===== config.mk =====
export PLATFORM = sky130hd
export DESIGN_NAME = gpm_port
export DESIGN_NICKNAME = d
export VERILOG_FILES = /design/src/rtl/gpm_pkg.sv /design/src/rtl/gpm_sync.sv /design/src/rtl/gpm_owner.sv /design/src/rtl/gpm_pin_mux.sv /design/src/rtl/gpm_regs.sv /design/src/rtl/gpm_port.sv
export SDC_FILE = /design/constraint.sdc
export NUM_CORES = 1
export LEC_CHECK = 0
export BUFFER_PORTS_ARGS = -buffer_cell sky130_fd_sc_hd__buf_2
export CAP_MARGIN = 20
export CELL_PAD_IN_SITES_DETAIL_PLACEMENT = 0
export CELL_PAD_IN_SITES_GLOBAL_PLACEMENT = 1
export CORE_ASPECT_RATIO = 1.75
export CORE_MARGIN = 1.5
export CORE_UTILIZATION = 37
export CTS_CLUSTER_DIAMETER = 100
export DETAILED_ROUTE_END_ITERATION = 8
export PLACE_DENSITY_LB_ADDON = 0.1
export SLEW_MARGIN = 20
export SYNTH_ARGS = -nofsm -noshare
export SYNTH_HDL_FRONTEND = slang
export SYNTH_HIERARCHICAL = 1
export SYNTH_SLANG_ARGS = --single-unit

===== constraint.sdc =====
create_clock -name clk -period 2 [get_ports clk]
set_clock_uncertainty 0.2 [all_clocks]
set_input_delay 0.1 -clock clk [delete_from_list [all_inputs] [get_ports clk]]
set_output_delay 0.1 -clock clk [all_outputs]
set_load 0.02 [all_outputs]

===== src/rtl/gpm_pkg.sv =====
package gpm_pkg;

    typedef enum logic [1:0] {
        OWN_GPIO  = 2'd0,
        OWN_TIMER = 2'd1,
        OWN_ADC   = 2'd2
    } owner_e;

    typedef enum logic {
        BUS_IDLE = 1'b0,
        BUS_RESP = 1'b1
    } bus_state_e;

endpackage


===== src/rtl/gpm_sync.sv =====
module gpm_sync #(
    parameter int W = 8
) (
    input  logic         clk,
    input  logic         rst_n,
    input  logic [W-1:0] async_i,
    output logic [W-1:0] sync_o
);
    logic [W-1:0] stage1_q;
    logic [W-1:0] stage2_q;

    always_ff @(posedge clk) begin
        if (!rst_n) begin
            stage1_q <= '0;
            stage2_q <= '0;
        end else begin
            stage1_q <= async_i;
            stage2_q <= stage1_q;
        end
    end

    assign sync_o = stage2_q;
endmodule


===== src/rtl/gpm_owner.sv =====
module gpm_owner
    import gpm_pkg::*;
#(
    parameter int NPINS  = 8,
    parameter int SEL_W  = 5,
    parameter int TMR_CH = 2,
    parameter int MODE_W = 2
) (
    input  logic [SEL_W-1:0]         adc_chan,
    input  logic [TMR_CH*MODE_W-1:0] tmr_mode,
    output owner_e                   owner_o [NPINS]
);
    localparam int TMR_BASE = NPINS - TMR_CH;

    for (genvar i = 0; i < NPINS; i++) begin : g_pin
        logic adc_hit;
        logic tmr_hit;

        assign adc_hit = (adc_chan == SEL_W'(i));

        if (i >= TMR_BASE) begin : g_tmr
            assign tmr_hit = |tmr_mode[(i-TMR_BASE)*MODE_W +: MODE_W];
        end else begin : g_plain
            assign tmr_hit = 1'b0;
        end

        always_comb begin
            if (adc_hit) begin
                owner_o[i] = OWN_ADC;
            end else if (tmr_hit) begin
                owner_o[i] = OWN_TIMER;
            end else begin
                owner_o[i] = OWN_GPIO;
            end
        end
    end
endmodule


===== src/rtl/gpm_pin_mux.sv =====
module gpm_pin_mux
    import gpm_pkg::*;
#(
    parameter int NPINS  = 8,
    parameter int TMR_CH = 2
) (
    input  owner_e            owner_i [NPINS],
    input  logic [NPINS-1:0]  latch_i,
    input  logic [NPINS-1:0]  dir_i,
    input  logic [NPINS-1:0]  pin_sync_i,
    input  logic [TMR_CH-1:0] tmr_out,
    input  logic [TMR_CH-1:0] tmr_oe,
    output logic [NPINS-1:0]  pin_out,
    output logic [NPINS-1:0]  pin_oe,
    output logic [NPINS-1:0]  adc_conn,
    output logic [TMR_CH-1:0] tmr_cap,
    output logic [NPINS-1:0]  rd_view
);
    localparam int TMR_BASE = NPINS - TMR_CH;

    for (genvar i = 0; i < NPINS; i++) begin : g_pin
        logic t_out;
        logic t_oe;

        if (i >= TMR_BASE) begin : g_tmr
            assign t_out = tmr_out[i-TMR_BASE];
            assign t_oe  = tmr_oe[i-TMR_BASE];
            assign tmr_cap[i-TMR_BASE] = (owner_i[i] == OWN_TIMER) ? pin_sync_i[i] : 1'b0;
        end else begin : g_plain
            assign t_out = 1'b0;
            assign t_oe  = 1'b0;
        end

        // drive and converter connect
        always_comb begin
            unique case (owner_i[i])
                OWN_ADC: begin
                    pin_out[i]  = 1'b0;
                    pin_oe[i]   = 1'b0;
                    adc_conn[i] = 1'b1;
                end
                OWN_TIMER: begin
                    pin_out[i]  = t_out;
                    pin_oe[i]   = t_oe;
                    adc_conn[i] = 1'b0;
                end
                default: begin
                    pin_out[i]  = latch_i[i];
                    pin_oe[i]   = dir_i[i];
                    adc_conn[i] = 1'b0;
                end
            endcase
        end

        // readback image: direction selects source, never the drive
        always_comb begin
            if (dir_i[i]) begin
                rd_view[i] = latch_i[i];
            end else begin
                unique case (owner_i[i])
                    OWN_ADC:   rd_view[i] = 1'b0;
                    OWN_TIMER: rd_view[i] = pin_sync_i[i];
                    default:   rd_view[i] = pin_sync_i[i];
                endcase
            end
        end
    end
endmodule


===== src/rtl/gpm_regs.sv =====
module gpm_regs
    import gpm_pkg::*;
#(
    parameter int NPINS    = 8,
    parameter int ADDR_W   = 3,
    parameter int DATA_OFS = 1,
    parameter int DIR_OFS  = 5
) (
    input  logic              clk,
    input  logic              rst_n,
    input  logic              bus_sel,
    input  logic              bus_wr,
    input  logic [ADDR_W-1:0] bus_addr,
    input  logic [NPINS-1:0]  bus_wdata,
    input  logic [NPINS-1:0]  rd_view,
    output logic [NPINS-1:0]  bus_rdata,
    output logic              bus_rvalid,
    output logic [NPINS-1:0]  latch_q,
    output logic [NPINS-1:0]  dir_q
);
    localparam logic [ADDR_W-1:0] A_DATA = ADDR_W'(DATA_OFS);
    localparam logic [ADDR_W-1:0] A_DIR  = ADDR_W'(DIR_OFS);

    bus_state_e       state_q, state_d;
    logic             wr_req, rd_req;
    logic [NPINS-1:0] rd_mux;
    logic [NPINS-1:0] rdata_q;

    assign wr_req = bus_sel && bus_wr;
    assign rd_req = bus_sel && !bus_wr;

    // data latch: deliberately without reset
    always_ff @(posedge clk) begin
        if (wr_req && bus_addr == A_DATA) begin
            latch_q <= bus_wdata;
        end
    end

    always_ff @(posedge clk) begin
        if (!rst_n) begin
            dir_q <= '0;
        end else if (wr_req && bus_addr == A_DIR) begin
            dir_q <= bus_wdata;
        end
    end

    always_comb begin
        if (bus_addr == A_DATA) begin
            rd_mux = rd_view;
        end else if (bus_addr == A_DIR) begin
            rd_mux = dir_q;
        end else begin
            rd_mux = '0;
        end
    end

    // next-state logic
    always_comb begin
        state_d = state_q;
        unique case (state_q)
            BUS_IDLE: state_d = rd_req ? BUS_RESP : BUS_IDLE;
            BUS_RESP: state_d = rd_req ? BUS_RESP : BUS_IDLE;
            default:  state_d = BUS_IDLE;
        endcase
    end

    // state register and captured read data
    always_ff @(posedge clk) begin
        if (!rst_n) begin
            state_q <= BUS_IDLE;
            rdata_q <= '0;
        end else begin
            state_q <= state_d;
            if (rd_req) begin
                rdata_q <= rd_mux;
            end
        end
    end

    // outputs
    always_comb begin
        unique case (state_q)
            BUS_RESP: begin
                bus_rvalid = 1'b1;
                bus_rdata  = rdata_q;
            end
            default: begin
                bus_rvalid = 1'b0;
                bus_rdata  = '0;
            end
        endcase
    end

    p_rsp_follows_req_r4: assert property (@(posedge clk) disable iff (!rst_n)
        rd_req |=> bus_rvalid);
    p_no_rsp_without_req_r4: assert property (@(posedge clk) disable iff (!rst_n)
        !rd_req |=> !bus_rvalid);
    p_latch_takes_write_r1: assert property (@(posedge clk) disable iff (!rst_n)
        (wr_req && bus_addr == A_DATA) |=> latch_q == $past(bus_wdata));
    p_dir_cleared_r2: assert property (@(posedge clk) disable iff (!rst_n)
        !$past(rst_n) |-> dir_q == '0);
    p_dir_hold_r12: assert property (@(posedge clk) disable iff (!rst_n)
        ($past(rst_n) && !(wr_req && bus_addr == A_DIR)) |=> $stable(dir_q));
endmodule


===== src/rtl/gpm_port.sv =====
module gpm_port
    import gpm_pkg::*;
#(
    parameter int NPINS    = 8,
    parameter int SEL_W    = 5,
    parameter int TMR_CH   = 2,
    parameter int MODE_W   = 2,
    parameter int ADDR_W   = 3,
    parameter int DATA_OFS = 1,
    parameter int DIR_OFS  = 5
) (
    input  logic                     clk,
    input  logic                     rst_n,
    input  logic                     bus_sel,
    input  logic                     bus_wr,
    input  logic [ADDR_W-1:0]        bus_addr,
    input  logic [NPINS-1:0]         bus_wdata,
    output logic [NPINS-1:0]         bus_rdata,
    output logic                     bus_rvalid,
    input  logic [NPINS-1:0]         pin_in,
    output logic [NPINS-1:0]         pin_out,
    output logic [NPINS-1:0]         pin_oe,
    input  logic [SEL_W-1:0]         adc_chan,
    output logic [NPINS-1:0]         adc_conn,
    input  logic [TMR_CH*MODE_W-1:0] tmr_mode,
    input  logic [TMR_CH-1:0]        tmr_out,
    input  logic [TMR_CH-1:0]        tmr_oe,
    output logic [TMR_CH-1:0]        tmr_cap
);
    localparam int TMR_BASE = NPINS - TMR_CH;

    owner_e           owner [NPINS];
    logic [NPINS-1:0] latch_q;
    logic [NPINS-1:0] dir_q;
    logic [NPINS-1:0] pin_sync;
    logic [NPINS-1:0] rd_view;

    gpm_sync #(.W(NPINS)) u_sync (
        .clk     (clk),
        .rst_n   (rst_n),
        .async_i (pin_in),
        .sync_o  (pin_sync)
    );

    gpm_owner #(
        .NPINS  (NPINS),
        .SEL_W  (SEL_W),
        .TMR_CH (TMR_CH),
        .MODE_W (MODE_W)
    ) u_owner (
        .adc_chan (adc_chan),
        .tmr_mode (tmr_mode),
        .owner_o  (owner)
    );

    gpm_pin_mux #(
        .NPINS  (NPINS),
        .TMR_CH (TMR_CH)
    ) u_mux (
        .owner_i    (owner),
        .latch_i    (latch_q),
        .dir_i      (dir_q),
        .pin_sync_i (pin_sync),
        .tmr_out    (tmr_out),
        .tmr_oe     (tmr_oe),
        .pin_out    (pin_out),
        .pin_oe     (pin_oe),
        .adc_conn   (adc_conn),
        .tmr_cap    (tmr_cap),
        .rd_view    (rd_view)
    );

    gpm_regs #(
        .NPINS    (NPINS),
        .ADDR_W   (ADDR_W),
        .DATA_OFS (DATA_OFS),
        .DIR_OFS  (DIR_OFS)
    ) u_regs (
        .clk        (clk),
        .rst_n      (rst_n),
        .bus_sel    (bus_sel),
        .bus_wr     (bus_wr),
        .bus_addr   (bus_addr),
        .bus_wdata  (bus_wdata),
        .rd_view    (rd_view),
        .bus_rdata  (bus_rdata),
        .bus_rvalid (bus_rvalid),
        .latch_q    (latch_q),
        .dir_q      (dir_q)
    );

    p_adc_single_r5: assert property (@(posedge clk) disable iff (!rst_n)
        $onehot0(adc_conn));
    p_adc_pin_undriven_r5: assert property (@(posedge clk) disable iff (!rst_n)
        (adc_conn & pin_oe) == '0);
    p_adc_high_sel_r5: assert property (@(posedge clk) disable iff (!rst_n)
        (adc_chan >= SEL_W'(NPINS)) |-> adc_conn == '0);

    for (genvar j = 0; j < TMR_CH; j++) begin : g_chk
        p_adc_cuts_capture_r10: assert property (@(posedge clk) disable iff (!rst_n)
            adc_conn[TMR_BASE+j] |-> !tmr_cap[j]);
        p_idle_field_no_capture_r9: assert property (@(posedge clk) disable iff (!rst_n)
            (tmr_mode[j*MODE_W +: MODE_W] == '0) |-> !tmr_cap[j]);
    end
endmodule


==> flow_summary_export.csv <==
group,metric,value,unit
route,drc_errors,0,
die,fp.coreArea,0.00550,mm²
sta,fin_hold_ws,59.3,ps
logic_synthesis,synth_area,0.00209,mm²
die,rows,36,
power_and_ir_drop,powerDensity,649,mW/mm²
cts,clockBufferDepth,2,
cts,cts_tree,"built",
logic_synthesis,netlist_top_cells_area,"dfxtp_1 32%, edfxtp_1 11%, and2_1 8.1%, ha_1 6.0%, nand2_1 5.9%",
cells_and_area,nets,357,
sta,tightest_slew,617,ps
power_and_ir_drop,power,1.78,mW
logic_synthesis,synth_ff_type,"dfxtp_1",
cts,h-tree-depth,2,
logic_synthesis,yosysSeqAreaShare,43.0,%
global_routing,grt_start_max_net_pins,42,
sta,max_freq,525,MHz
global_routing,grt_pass1_vias,1646,
placement,place_area,0.00244,mm²
global_routing,grt_pass1_wl,7510,µm
cells_and_area,area_growth,30.6,%
logic_synthesis,yosys.area.top_type,"dfxtp_1",
die,die_w,59.9,µm
cells_and_area,fillers,572,
route,viasPerCell,4.47,
logic_synthesis,synth_cell_types,30,
sta,fin_crit,1910,ps
worst_setup_path,cp-start-kind,"input port",
logic_synthesis,synth_edf_count,8,
worst_setup_path,cp_top_family,"buffers and inverters",
cts,cts-root-buf,"clkbuf_8",
power_and_ir_drop,p_leak,1.25,nW
die,start_util,38.1,%
sta,finalWorstSetupSlack,94.8,ps
cells_and_area,antenna_cells,0,
route,dr.first_iter.drc_count,26,
cts,numCtsBuffers,5,
die,dieArea,0.00614,mm²
flow_run,maxCapViolCount,0,
cells_and_area,layout_commonest_cell,"buf_2",
logic_synthesis,ys_ff_latch,41,
cts,clkTransAtPathRegs,70,ps
global_routing,grt_use_met1,18.5,%
worst_setup_path,critPathMaxFanout,4,
cts,worstSkewPairLatency,290,ps
power_and_ir_drop,vdd_drop_max,0.444,mV
sta,fin_crit_sh,95.3,%
logic_synthesis,postSynthAreaPerCell,9.11,µm²
sta,slew_violations,0,
logic_synthesis,ys_warn_count,6,
worst_setup_path,cp_slowest_stage_delay,410,ps
sta,tns,0,ps
cts,cts_setup_buffers,0,
sta,max_slew_margin,58.7,%
die,pin_count,71,
global_routing,antenna_found_initial,0,
route,routed_wl,4770,µm
cells_and_area,fin_cells,388,
die,die_h,103,µm
global_routing,use_met2,30.7,%
placement,dp_worst_setup_slack,-21.2,ps
sta,setup_viol,0,
route,drtPass1Iterations,4,
worst_setup_path,cpMostUsedCell,"buf_2",
cells_and_area,final_cell_mix,"68 x buf_2, 33 x nand2_1, 33 x dfxtp_1",
logic_synthesis,syn_inst,230,
route,postRouteAntennaNets,0,
min_path,hp-class,"input port to flip-flop",
global_routing,grt.busiest_layer,"met2",
route,num_vias,1734,
global_routing,grt_overflow,0,
worst_setup_path,cp.arrival,1610,ps
placement,hpwl,3620,µm
global_routing,grt_usage,16.5,%
worst_setup_path,cp_slowest_cell,"or3b_4",
route,wire_per_inst,12.3,µm
cells_and_area,utilization,49.8,%
cells_and_area,stdcell_area,0.00274,mm²
worst_setup_path,worstPathCellList,"buf_2 > or3b_4 > buf_4 > o22a_1 > inv_1 > ha_1 > o21ai_1 > buf_2",
worst_setup_path,cp-end-kind,"output port",
placement,dp.cells,364,
worst_setup_path,required,1700,ps
cts,clock_sinks,41,
sta,rsz0062_at_grt,"false",
logic_synthesis,synth-async-reset-ratio,0,%
global_routing,gr-usage-met3,2.76,%
run_status,status,"completed",
sta,finalHoldViolCount,0,
worst_setup_path,cp_num_buf_inv,4,
worst_setup_path,crit_type,"input port to output port",
placement,gp_routability_congestion,0.775,
placement,portBuffers,70,
cells_and_area,drive_gt1_share,33.0,%
logic_synthesis,synth_top_cell_area_share,31.5,%
[cell families (layout without fill, tap and decap cells)]
kind of cell | count (synthesis) | count (layout) | synth area share (%)
compound gates | 30 | 30 | 9.32
fa+ha+maj | 10 | 10 | 5.97
buf+inv | 32 | 109 | 9.26
flops | 41 | 41 | 43.0
mux | 8 | 8 | 3.82
other cells | 1 | 6 | 0.179
simple gates | 108 | 108 | 28.4
[registers in the layout, summed over array words and instances, names as in the netlist]
signal,cells
u_regs/dir_q,8
u_regs/latch_q,8
u_regs/rdata_q,8
u_sync/stage1_q,8
u_sync/sync_o,8
u_regs/state_q,1
[power by group]
part	switching, mW	internal, mW	total (mW)
clock network	0.282	0.371	0.652
registers	0.0131	0.871	0.884
logic	0.122	0.116	0.239
total	0.417	1.36	1.78
[worst paths after layout]
path / start / to / slack [ps] / cells after the start
worst max-delay path: adc_chan[3] / pin_out[7] / 90 / 8
worst min-delay path: bus_wr / u_regs/state_q / 60 / 3
worst max register to register: u_regs/latch_q[4] / u_regs/rdata_q[4] / 680 / 4
worst min register to register: u_sync/stage1_q[5] / u_sync/sync_o[5] / 250 / 1
[area by class of cell]
cell class	count	area, µm²	share of cell area, %
well taps	76	95.1	3.48
inverters	10	37.5	1.37
multi-input cells	162	1040	38.1
clock inverters	2	35.0	1.28
clock buffers	6	72.6	2.65
flip-flops and latches	41	901	32.9
repair buffers	91	553	20.2
[tightest hold or removal path: stages]
cell and delay, ps:
buf_2 110, nor2b_1 120, and2_1 180
[repair_timing]
item	in CTS	in global routing
resized for setup	1	5
endpoints found under the setup margin	1	4
endpoints found under the hold margin	24	0
hold buffers	16	0
pin swaps	0	1
[routing by layer]
| layer | share of wire (%) | routed length, µm |
|---|---|---|
| met1 | 40 | 1890 |
| met2 | 56 | 2670 |
| met3 | 3.2 | 153 |
| met4 | 1.0 | 49 |
| met5 | 0 | 0 |
[cell usage after synthesis (2+ instances only)]
master	n
nand2_1	33
o21ai_1	10
a221oi_1	8
dfxtp_1	33
nand2b_4	2
buf_4	15
mux2i_1	8
and2_1	27
edfxtp_1	8
buf_2	2
nor3_1	2
and2_2	12
nand2b_1	9
buf_6	2
nor2_1	15
clkbuf_1	2
inv_1	10
ha_1	10
nor2b_1	2
o22a_1	2
o21ai_2	2
o21ai_0	8
Note: power is estimated with default switching activity, not from simulation.
